$ cat config.mk
export PLATFORM = sky130hd
export DESIGN_NAME = sdl_pixel_deframer
export DESIGN_NICKNAME = d
export VERILOG_FILES = /design/src/rtl/sdl_pkg.sv /design/src/rtl/sdl_lane_shift.sv /design/src/rtl/sdl_word_check.sv /design/src/rtl/sdl_err_counter.sv /design/src/rtl/sdl_pixel_deframer.sv
export SDC_FILE = /design/constraint.sdc
export NUM_CORES = 1
export LEC_CHECK = 0
export BUFFER_PORTS_ARGS = -buffer_cell sky130_fd_sc_hd__buf_2
export CORE_MARGIN = 2
export CORE_UTILIZATION = 59
export CTS_CLUSTER_DIAMETER = 150
export CTS_CLUSTER_SIZE = 16
export DETAILED_ROUTE_END_ITERATION = 8
export GPL_TIMING_DRIVEN = 0
export PLACE_DENSITY = 0.8
export SLEW_MARGIN = 15
export SYNTH_ARGS = -nofsm -noshare
export SYNTH_HDL_FRONTEND = slang
export SYNTH_SLANG_ARGS = --single-unit
$ cat constraint.sdc
create_clock -name clk -period 3.72 [get_ports clk]
set_input_delay 0.186 -clock clk [delete_from_list [all_inputs] [get_ports clk]]
set_output_delay 0.186 -clock clk [all_outputs]
set_load 0.005 [all_outputs]
$ cat src/rtl/sdl_pkg.sv
package sdl_pkg;
    localparam int COLOR_W = 8;
    localparam int WORD_W  = COLOR_W + COLOR_W / 2 + 3;
    localparam int PIX_W   = 3 * COLOR_W;

    typedef enum logic [1:0] {
        ST_IDLE,
        ST_SHIFT_A,
        ST_WAIT_B,
        ST_SHIFT_B
    } rx_state_e;

    typedef struct packed {
        logic [PIX_W-1:0] rgb;
        logic             vs;
        logic             hs;
    } pixel_t;
endpackage

$ cat src/rtl/sdl_lane_shift.sv
module sdl_lane_shift #(
    parameter int W = 15
) (
    input  logic         clk,
    input  logic         rst_n,
    input  logic         load,
    input  logic         shift,
    input  logic         din,
    input  logic         use_stored,
    output logic [W-1:0] word
);
    logic [W-1:0] word_q;
    logic [W-1:0] word_nx;

    assign word_nx = load ? {{(W-1){1'b0}}, din} : {word_q[W-2:0], din};
    assign word    = use_stored ? word_q : word_nx;

    always_ff @(posedge clk or negedge rst_n) begin
        if (!rst_n) begin
            word_q <= '0;
        end else if (load || shift) begin
            word_q <= word_nx;
        end
    end
endmodule

$ cat src/rtl/sdl_word_check.sv
module sdl_word_check
    import sdl_pkg::*;
(
    input  logic [WORD_W-1:0] w_first,
    input  logic [WORD_W-1:0] w_second,
    output pixel_t            pix,
    output logic              ok
);
    localparam int HALF = COLOR_W / 2;

    always_comb begin
        pix.rgb = {w_first[WORD_W-1 -: COLOR_W],
                   w_first[WORD_W-1-COLOR_W -: HALF],
                   w_second[WORD_W-1 -: HALF],
                   w_second[WORD_W-1-HALF -: COLOR_W]};
        pix.vs  = w_first[2];
        pix.hs  = w_first[1];
        ok      = (^w_first) & (^w_second);
    end
endmodule

$ cat src/rtl/sdl_err_counter.sv
module sdl_err_counter #(
    parameter int W = 8
) (
    input  logic         clk,
    input  logic         rst_n,
    input  logic         inc,
    input  logic         clr,
    output logic [W-1:0] count
);
    localparam logic [W-1:0] MAX = {W{1'b1}};

    always_ff @(posedge clk or negedge rst_n) begin
        if (!rst_n) begin
            count <= '0;
        end else if (clr) begin
            count <= '0;
        end else if (inc && count != MAX) begin
            count <= count + 1'b1;
        end
    end

    AST_ERR_CLEAR: assert property (@(posedge clk) disable iff (!rst_n)
        clr |=> count == '0);
    AST_ERR_SATURATE: assert property (@(posedge clk) disable iff (!rst_n)
        (count == MAX && !clr) |=> count == MAX);
    AST_ERR_QUIET: assert property (@(posedge clk) disable iff (!rst_n)
        (!clr && !inc) |=> $stable(count));
endmodule

$ cat src/rtl/sdl_pixel_deframer.sv
module sdl_pixel_deframer
    import sdl_pkg::*;
#(
    parameter int ERR_W = 8
) (
    input  logic             clk,
    input  logic             rst_n,
    input  logic             two_lane,
    input  logic             bit_en,
    input  logic             word_start,
    input  logic             lane0_bit,
    input  logic             lane1_bit,
    input  logic             err_clr,
    output logic [PIX_W-1:0] pix_rgb,
    output logic             pix_vs,
    output logic             pix_hs,
    output logic             pix_valid,
    output logic [ERR_W-1:0] err_count
);
    localparam int CNT_W = $clog2(WORD_W + 1);
    localparam logic [CNT_W-1:0] LAST = CNT_W'(WORD_W - 1);

    rx_state_e state_q, state_nx;
    logic [CNT_W-1:0] cnt_q;
    logic [WORD_W-1:0] w0, w1;
    pixel_t dec_pix, out_q;
    logic dec_ok, bad_q;

    logic ws, start_a, start_b, in_shift, step, last_bit, trunc, pix_done, err_inc;

    assign ws       = bit_en & word_start;
    assign start_b  = ws & (state_q == ST_WAIT_B) & ~two_lane;
    assign start_a  = ws & ~start_b;
    assign in_shift = (state_q == ST_SHIFT_A) || (state_q == ST_SHIFT_B);
    assign trunc    = ws & in_shift;
    assign step     = bit_en & ~word_start & in_shift;
    assign last_bit = step & (cnt_q == LAST);
    assign pix_done = last_bit & (state_q == ST_SHIFT_B || two_lane);
    assign err_inc  = (pix_done & ~dec_ok) | trunc;

    sdl_lane_shift #(.W(WORD_W)) u_sr0 (
        .clk        (clk),
        .rst_n      (rst_n),
        .load       (start_a),
        .shift      (step & (state_q == ST_SHIFT_A)),
        .din        (lane0_bit),
        .use_stored (state_q == ST_SHIFT_B),
        .word       (w0)
    );

    sdl_lane_shift #(.W(WORD_W)) u_sr1 (
        .clk        (clk),
        .rst_n      (rst_n),
        .load       (two_lane ? start_a : start_b),
        .shift      (step & (state_q == (two_lane ? ST_SHIFT_A : ST_SHIFT_B))),
        .din        (two_lane ? lane1_bit : lane0_bit),
        .use_stored (1'b0),
        .word       (w1)
    );

    sdl_word_check u_check (
        .w_first  (w0),
        .w_second (w1),
        .pix      (dec_pix),
        .ok       (dec_ok)
    );

    sdl_err_counter #(.W(ERR_W)) u_errs (
        .clk   (clk),
        .rst_n (rst_n),
        .inc   (err_inc),
        .clr   (err_clr),
        .count (err_count)
    );

    always_comb begin
        state_nx = state_q;
        unique case (state_q)
            ST_IDLE:    if (start_a) state_nx = ST_SHIFT_A;
            ST_SHIFT_A: if (start_a) state_nx = ST_SHIFT_A;
                        else if (last_bit) state_nx = two_lane ? ST_IDLE : ST_WAIT_B;
            ST_WAIT_B:  if (start_b) state_nx = ST_SHIFT_B;
                        else if (start_a) state_nx = ST_SHIFT_A;
            ST_SHIFT_B: if (start_a) state_nx = ST_SHIFT_A;
                        else if (last_bit) state_nx = ST_IDLE;
            default:    state_nx = ST_IDLE;
        endcase
    end

    always_ff @(posedge clk or negedge rst_n) begin
        if (!rst_n) begin
            state_q <= ST_IDLE;
            cnt_q   <= '0;
        end else begin
            state_q <= state_nx;
            if (ws)            cnt_q <= CNT_W'(1);
            else if (last_bit) cnt_q <= '0;
            else if (step)     cnt_q <= cnt_q + 1'b1;
        end
    end

    always_ff @(posedge clk or negedge rst_n) begin
        if (!rst_n) begin
            out_q     <= '0;
            pix_valid <= 1'b0;
            bad_q     <= 1'b0;
        end else begin
            pix_valid <= pix_done | trunc;
            bad_q     <= err_inc;
            if (pix_done && dec_ok) out_q <= dec_pix;
        end
    end

    assign pix_rgb = out_q.rgb;
    assign pix_vs  = out_q.vs;
    assign pix_hs  = out_q.hs;

    AST_HOLD_ON_FAIL: assert property (@(posedge clk) disable iff (!rst_n)
        bad_q |-> $stable({pix_rgb, pix_vs, pix_hs}));
    AST_FAIL_PULSES: assert property (@(posedge clk) disable iff (!rst_n)
        bad_q |-> pix_valid);
    AST_CNT_RANGE: assert property (@(posedge clk) disable iff (!rst_n)
        cnt_q <= LAST);
    AST_FIRST_HALF_SILENT: assert property (@(posedge clk) disable iff (!rst_n)
        ($past(state_q) == ST_SHIFT_A && state_q == ST_WAIT_B) |-> !pix_valid);
endmodule

# == After elaboration in Yosys (flattened, before gate mapping) ==
# Index checks and enable logic that the tools add are counted.
# W data, S select, Z words.
# totals
register_bits,70
latchBits,0
ramBits,0
rom_bits,0
output_inout_bits,35
elab_cells,69
mem_count,0
# op_classes
n_addsub,2
multipliers,0
n_div,0
order_cmp,0
eq_ne,8
n_shift,0
n_mux,19
n_bitwise,19
reduce_logical,12
# op_table
cell,count
$mux W15,3
$reduce_xor A15 Y1,2
$mux W2,8
$mux W8,2
$and A1 B1 Y1,13
$mux W4,3
$add A8 B1 Y8 const B,1
$ne A8 B8 Y1 const B,1
$pmux W2 S4,1
$ne A3 B3 Y1 const B,2
$add A4 B1 Y4 const B,1
$eq A2 B2 Y1 const B,2
$eq A4 B4 Y1 const B,1
$logic_or A1 B1 Y1,4
$not A1 Y1,4
$reduce_bool A3 Y1,1
$eq A2 B1 Y1 const B,1
$eq A2 B2 Y1,1
$logic_and A1 B1 Y1,2
$logic_not A2 Y1,1
$mux W1,2
$or A1 B1 Y1,2
$reduce_and A2 Y1,1
$reduce_bool A2 Y1,1

# == Longest topological paths before layout ==
# Gate-level depths: netlist of run 1.
# depth
word_depth,15
mapped_depth,11

# == Modules after synthesis ==
# Synthesis of run 1 repeated with hierarchy kept, for this count alone.
# hier_totals
cells_unflattened,355
hier_area_um2,4063.9
# modules_own_cells
mod,n_inst,cells_each,area_per_inst_um2,seq_area_each_um2
sdl_lane_shift,2,72,818.3,375.4
sdl_pixel_deframer,1,113,1488.9,825.8
sdl_word_check,1,49,474.2,0.0
sdl_err_counter,1,49,464.2,200.2

# == Least setup slack after synthesis of run 1 ==
# Ideal clock, no wire load.
# synth_path
kind,register to register
start,register state_q[0]
end,register out_q (netlist bit pix_rgb[15])
setup_time_ps,125
arrival_ps,2860
setup_slack_ps,734
stages_incl_launch_ff,11
period_less_slack_ps,2986
path_cell_list,dfrtp_1 > buf_6 > or3b_1 > a311oi_2 > a2bb2oi_2 > xnor2_1 > xnor3_2 > xnor2_4 > nand4_4 > buf_12 > mux2_4
# synth_via
elab_chain_cells,10
elab_cells_between_ends,20
classes_between,eq/ne (3); mux (4); bitwise (8); reduce/logical (5)
# synth_rtl
item,line,rtl
"start, declared",sdl_pixel_deframer.sv:23,"rx_state_e state_q, state_nx;"
"start signal, assigned",sdl_pixel_deframer.sv:95,state_q <= state_nx;
$eq A2 B2 Y1,sdl_pixel_deframer.sv:32,assign start_b = ws & (state_q == ST_WAIT_B) & ~two_lane;
$and A1 B1 Y1 (2 in series),sdl_pixel_deframer.sv:32,
$not A1 Y1,sdl_pixel_deframer.sv:33,assign start_a = ws & ~start_b;
$and A1 B1 Y1,sdl_pixel_deframer.sv:33,
$mux W15 or $mux W1 (tied branches),"sdl_lane_shift.sv:15, sdl_pixel_deframer.sv:54",
"$mux W15, on equally long branches","sdl_lane_shift.sv:16, sdl_lane_shift.sv:15",
$reduce_xor A15 Y1,sdl_word_check.sv:18,ok = (^w_first) & (^w_second);
$and A1 B1 Y1,sdl_word_check.sv:18,
$logic_and A1 B1 Y1,sdl_pixel_deframer.sv:110,if (pix_done && dec_ok) out_q <= dec_pix;
"end signal, assigned",sdl_pixel_deframer.sv:110,
"end, declared",sdl_pixel_deframer.sv:26,"pixel_t dec_pix, out_q;"
# Several ways; a longest one is shown, not always the timed one.
# A chain may end at the register's enable or synchronous reset.

# == Worst setup path in the final report of run 1 ==
# layout_path
start,register state_q[0]
end,register out_q (netlist bit pix_rgb[22])
# The elaborated chain is that of the path after synthesis.

==> impl_results.md, run 1 <==
* Status: completed
* Initial DRC Count at 169
* Clock tree sinks at 70
* Post-CTS Setup Bufs at 0
* NetSw at 0.468 mW
* Crit path max-delay family: XOR/XNOR gates
* RSZ-0062 raised after global routing: no
* Combinational power share at 14.6%
* Row cnt at 29
* Area of the die at 0.00732 mm2
* Largest family of logic cells by synthesized area: simple AND/OR/NAND/NOR gates
* Final instance area at 0.00452 mm2
* Area share of and/or/nand/nor cells after synthesis at 15.6%
* Worst vdd ir at 0.347 mV
* Final net count at 472
* Max cap viols at 0
* Setup_tns at 0 ps
* Switching share of power at 25.2%
* Total track usage at 23.6%
* Via Count at 3003
* Routability congestion estimate at 0.869
* Synthesis warning total at 0
* Critical Path RT at 3950 ps
* Cts bufs inserted at 9
* Fraction of synthesized area in multiplexers at 13.7%
* Count leader, synth: nand2_1
* Post-synthesis sequential area ratio at 44.6%
* Max Fclk at 306 MHz
* Layout Skew at 8.47 ps
* Initial antenna violation count at 0
* Chip height at 85.6 um
* CTS resizes at 0
* Synthesized cell area at 0.00393 mm2
* CTS tree: yes
* Share of cells above drive strength 1 at 20.8%
* Mapped Avg Cell Area at 9.64 um2
* Final count of negative-setup-slack endpoints at 0
* Io pins at 43
* Max-slew violation count at 0
* Design internal power at 1.39 mW
* Routed WL at 8.01 mm
* Area contributors post-synth: dfrtp_1 45%, nand2_1 7.8%, mux2i_1 6.6%
* Slowest cell delay on critical path at 500 ps
* Least-Margin Pin Slew at 698 ps
* Dpl hpwl at 5.57 mm
* First-pass GRT wire length at 13.7 mm
* Synth unique cells at 52
* Tcrit/Tclk final at 87.9%
* Worst-path cell chain: buf_6, or3b_1, a311oi_2, a2bb2oi_2, xnor2_1, xnor3_2, xnor2_4, nand4_4, buf_12, mux2_4
* Yosys top cell by area: dfrtp_1
* Post-synth top cells: 82 x nand2_1, 70 x dfrtp_1, 29 x nor2_1
* Clk buf depth at 2
* Core region area at 0.00639 mm2
* Routed WL per cell at 14.7 um
* Sequential share of power at 44.5%
* Die width at 85.6 um
* # DRC at 0
* DRT Pass-1 Iters at 4
* Worst-Skew Late Latency at 340 ps
* PD cells at 412 mW/mm2
* Placed cell areas at 0.00426 mm2
* Gr ovfl total at 0
* Post-synth EDFFs at 0
* Worst path arrival time at 3490 ps
* Hold Crit Class: in2reg
* Synth Flop Type: dfrtp_1
* Min cycle time layout at 3270 ps
* Crit path kind: reg2reg
* Post-route ant nets at 0
* Diode count at 0
* Post-synthesis xor/xnor area fraction at 7.55%
* Clk slew on worst S/H paths at 70 ps
* Slowest-stage cell, CP: xnor3_2
* Top cell type's share of synthesized area at 44.6%
* CP endpoint kind: flip-flop
* Vias per Instance at 5.53
* Area fraction in compound gates after synthesis at 11.5%
* LEAKAGE at 2.24 nW
* Clock share of power at 41.0%
* Initial core utilization at 61.5%
* I/O Buffers at 41
* CP Launch Type: flip-flop
* Peak fanout along the critical path at 10
* Slew HR at 53.1%
* Htree depth at 3
* Seq cells post-synth at 70
* Async SR Flop Fraction at 100%
* Vias in the first global route at 2886
* Post-Syn Instances at 407
* Largest net degree at the start of global routing at 47
* Synth Net Count at 418
* Worst path bufs/invs at 2
* Root Buffer: clkbuf_8
* Post-Synth Adder-Cell Area at 0.956%
* Area grow syn2layout at 15.0%
* Final hold viol count at 0
==> flip-flops by register name (all words and copies together) (netlist names) <==
name and cells:
cnt_q 4, pix_hs 1, pix_rgb 24, pix_valid 1
pix_vs 1, state_q 2, u_errs.count 8, u_sr0.word_q 15
u_sr1.word_q 14
==> logic make-up after synthesis <==
family / Yosys count
buffers and inverters: 48
DFF: 70
AOI/OAI and AO/OA: 73
muxes: 48
and+or+nand+nor: 139
xor gates and xnor gates: 26
adders and majority gates: 3
==> per-layer routing <==
layer / vias to the layer above / wire length [um] / global-route usage [%]
li1: 1467 / - / -
met4: 0 / 96 / 7.65
met3: 10 / 381 / 4.43
met5: - / 0 / 0
met1: 1447 / 3820 / 34.1
met2: 79 / 3710 / 36.4
==> repair_timing <==
action                     in CTS  in global routing
setup endpoints to repair       0                  0
hold endpoints to repair       24                  0
hold buffers                    1                  0
==> cell usage in the layout, fill, tap and decap left out, types with 4 or more instances in the layout <==
cell	n
dfrtp_1	70
nor2_1	29
nor2b_1	6
xor2_1	6
buf_6	4
o22ai_1	5
mux2i_1	26
a21oi_1	24
clkbuf_1	14
nor3_1	7
mux2_2	11
nand2_1	82
clkbuf_8	11
o21ai_0	20
or3_1	4
buf_2	44
inv_1	23
xnor2_1	15
mux2_4	8
==> power groups by stage <==
stage	Combinational, mW	Clock (mW)	Sequential (mW)
2_1_floorplan	0.201	0	0.834
3_5_place_dp	0.270	0	0.841
4_1_cts	0.273	0.771	0.827
6_report	0.271	0.762	0.827
5_1_grt	0.302	0.812	0.832
3_3_place_gp	0.259	0	0.838
==> worst paths after layout <==
kind                                         startpoint                 endpoint  slack (ps)  cells after the start
worst max-delay path             state_q[0]$_DFFE_PN0P_  pix_rgb[22]$_DFFE_PN0P_         450                     10
worst min-delay path                             bit_en     cnt_q[1]$_DFFE_PN0P_         120                      2
worst max register to register   state_q[0]$_DFFE_PN0P_  pix_rgb[22]$_DFFE_PN0P_         450                     10
worst min register to register  pix_rgb[13]$_DFFE_PN0P_  pix_rgb[13]$_DFFE_PN0P_         500                      1
max in group asynchronous                         rst_n   state_q[0]$_DFFE_PN0P_        2900                      3
min in group asynchronous                         rst_n   pix_rgb[7]$_DFFE_PN0P_         290                      2
==> cell type report <==
type / instances / area, um2
Sequential cell: 70 / 1750
Inverter: 23 / 86.3
Multi-Input combinational cell: 289 / 1940
Fill cell: 475 / 1870
Buffer: 25 / 150
Clock buffer: 13 / 159
Clock inverter: 3 / 90.1
Timing Repair Buffer: 43 / 245
Tap cell: 77 / 96.3
==> metrics by stage <==
stage	total power [mW]	hold WS [ps]	std cells	util, %	worst slack, ps
detailed placement	1.11	114	526	66.7	473
finish	1.86	124	543	70.7	452
global route	1.95	130	543	70.7	384
floorplan	1.04	-110	407	-	734
CTS	1.87	118	543	70.7	436
global placement	1.10	476	525	66.2	501
Note: power is estimated with default switching activity, not from simulation.
==> inputs of run 2 (changes only) <==
CORE_UTILIZATION = 61   (was 59)
CTS_BUF_LIST = sky130_fd_sc_hd__clkbuf_8   (was not set)
PLACE_DENSITY = 0.82   (was 0.8)
==> run 2 against run 1 <==
Net effect:
- clock skew up 1.1 ps
- core utilization up 0.17 points
- register-to-register slack worse by 50 ps
- critical endpoint is now pix_rgb[15]$_DFFE_PN0P_
- wire length down 0.64%
- final area down 1.5%
- highest routed layer unchanged
- critical path depth unchanged
- final cell count unchanged
- maximum frequency down 1.6%
- clock power down 23%
- first-iteration DRC count up 69%
- largest power group unchanged
==> impl_results.md, run 2 (same netlist as run 1, synthesis figures left out) <==
* Status: completed (unchanged)
* Area grow syn2layout at 13.4% (was 15.0%)
* Hold depth at 2 (unchanged)
* Reg2Reg Depth at 10 (unchanged)
* Tcrit/Tclk final at 89.3% (was 87.9%)
* Fin worst setup slack at 398 ps (was 452 ps)
* Post-route ant nets at 0 (unchanged)
* Root Buffer: clkbuf_8 (unchanged)
* Slowest cell delay on critical path at 500 ps (about the same)
* LEAKAGE at 2.22 nW (was 2.24 nW)
* DRT Pass-1 Iters at 5 (was 4)
* Peak fanout along the critical path at 10 (unchanged)
* Die width at 84.2 um (was 85.6 um)
* Initial DRC Count at 286 (was 169)
* Via Count at 3051 (was 3003)
* Dpl hpwl at 5.46 mm (was 5.57 mm)
* CP endpoint kind: flip-flop (unchanged)
* PD cells at 380 mW/mm2 (was 412 mW/mm2)
* Cts bufs inserted at 9 (unchanged)
* Max FFs per register at 24 (unchanged)
* Final count of negative-setup-slack endpoints at 0 (unchanged)
* CTS tree: yes (unchanged)
* Worst-path cell chain: buf_6, or3b_1, a311oi_2, a2bb2oi_2, xnor2_1, xnor3_2, xnor2_4, nand4_4, buf_12, mux2_4 (unchanged)
* Gr ovfl total at 0 (unchanged)
* Crit path kind: reg2reg (unchanged)
* Critical Path RT at 3960 ps (was 3950 ps)
* Core region area at 0.00628 mm2 (was 0.00639 mm2)
* Max-slew violation count at 0 (unchanged)
* Place WS at 441 ps (was 473 ps)
* Worst-Skew Late Latency at 360 ps (was 340 ps)
* Routed WL per cell at 14.7 um (about the same)
* Max cap viols at 0 (unchanged)
* Clk slew on worst S/H paths at 70 ps (about the same)
* Routed WL at 7.96 mm (was 8.01 mm)
* Hold worst-path end: cnt_q[1]$_DFFE_PN0P_ (unchanged)
* First-pass GRT wire length at 13.8 mm (was 13.7 mm)
* Worst r2r src: state_q[0]$_DFFE_PN0P_ (unchanged)
* Final hold viol count at 0 (unchanged)
* Row cnt at 29 (unchanged)
* Share of cells above drive strength 1 at 20.6% (was 20.8%)
* Vias per Instance at 5.62 (was 5.53)
* Hold Crit Class: in2reg (unchanged)
* Max Fclk at 301 MHz (was 306 MHz)
* Largest net degree at the start of global routing at 49 (was 47)
* Io pins at 43 (unchanged)
* Commonest non-fill, non-tap cell in the layout: nand2_1 (unchanged)
* Worst path arrival time at 3560 ps (was 3490 ps)
* Hold path start: bit_en (unchanged)
* Commonest cells after routing, fill and taps aside: 82 x nand2_1, 70 x dfrtp_1, 44 x buf_2 (unchanged)
* Layout Skew at 9.54 ps (was 8.47 ps)
* Htree depth at 3 (unchanged)
* Setup_tns at 0 ps (unchanged)
* Vias in the first global route at 2912 (was 2886)
* Chip height at 84.2 um (was 85.6 um)
* Min cycle time layout at 3320 ps (was 3270 ps)
* # DRC at 0 (unchanged)
* Final net count at 472 (unchanged)
* CP Launch Type: flip-flop (unchanged)
* Initial core utilization at 62.5% (was 61.5%)
* CTS resizes at 0 (unchanged)
* R2R Setup Slk at 400 ps (was 450 ps)
* Clock tree sinks at 70 (unchanged)
* Worst vdd ir at 0.220 mV (was 0.347 mV)
* FF-to-FF End: pix_rgb[15]$_DFFE_PN0P_ (was pix_rgb[22]$_DFFE_PN0P_)
* Slew HR at 48.3% (was 53.1%)
* RSZ-0062 raised after global routing: no (unchanged)
* Total track usage at 24.2% (was 23.6%)
* Least-Margin Pin Slew at 769 ps (was 698 ps)
* I/O Buffers at 41 (unchanged)
* Diode count at 0 (unchanged)
* Routability congestion estimate at 0.829 (was 0.869)
* Initial antenna violation count at 0 (unchanged)
* Area of the die at 0.00709 mm2 (was 0.00732 mm2)
* Clk buf depth at 2 (unchanged)
* Slowest-stage cell, CP: xnor3_2 (unchanged)
[run 2: final cells by class]
class	count	area [um2]
fillers	440	1830
clock inverters	7	58.8
repair buffers	43	245
flip-flops and latches	70	1750
well taps	77	96.3
multi-input cells	289	1940
inverters	23	86.3
plain buffers	25	150
clock buffers	9	124
[run 2: metal layers]
metal / GRT usage (%) / vias to the layer above / part of all wire [%]
met5: 0 / - / 0
met2: 36.5 / 84 / 46
met4: 10.6 / 0 / 2.5
li1: - / 1473 / -
met1: 34.6 / 1474 / 47
met3: 4.33 / 20 / 4.5
[run 2: power by group]
part	leakage (nW)	switching, mW	internal (mW)
Sequential	0.898	0.0339	0.793
Combinational	1.22	0.159	0.116
Clock	0.103	0.288	0.300
[run 2: worst max path at each step]
| stage | from | endpoint | slack (ps) | depth (start not counted) |
|---|---|---|---|---|
| 6_report | state_q[0]$_DFFE_PN0P_ | pix_rgb[15]$_DFFE_PN0P_ | 400 | 10 |
| 5_1_grt | state_q[0]$_DFFE_PN0P_ | pix_rgb[15]$_DFFE_PN0P_ | 300 | 10 |
| 4_1_cts | state_q[0]$_DFFE_PN0P_ | pix_rgb[15]$_DFFE_PN0P_ | 420 | 10 |
| 2_1_floorplan | state_q[0]$_DFFE_PN0P_ | pix_rgb[15]$_DFFE_PN0P_ | 730 | 10 |
| 3_5_place_dp | state_q[0]$_DFFE_PN0P_ | pix_rgb[18]$_DFFE_PN0P_ | 440 | 10 |
| 3_3_place_gp | state_q[0]$_DFFE_PN0P_ | pix_rgb[21]$_DFFE_PN0P_ | 510 | 10 |
[run 2: per-stage QoR]
| step | instance area, um2 | util [%] | hold WS [ps] | power [mW] | std cells |
|---|---|---|---|---|---|
| finish | 4450 | 70.9 | 124 | 1.69 | 543 |
| global route | 4450 | 70.9 | 137 | 1.76 | 543 |
| CTS | 4450 | 70.9 | 116 | 1.70 | 543 |
| detailed placement | 4260 | 67.8 | 103 | 1.11 | 526 |
| global placement | 4230 | 67.3 | 478 | 1.10 | 525 |
| floorplan | 3930 | - | -110 | 1.04 | 407 |
[run 2: what timing repair did]
action / 4_1_cts / 5_1_grt
hold buffers: 1 / 0
setup buffers: 0 / 0
endpoints found under the hold margin: 22 / 0
[run 2: critical path: cells and delay by family (launching register included)]
kind | cells | cell delay [ps]
xor gates and xnor gates | 3 | 980
and+or+nand+nor | 2 | 700
AOI/OAI and AO/OA | 2 | 480
DFF | 1 | 380
buffers and inverters | 2 | 380
muxes | 1 | 290
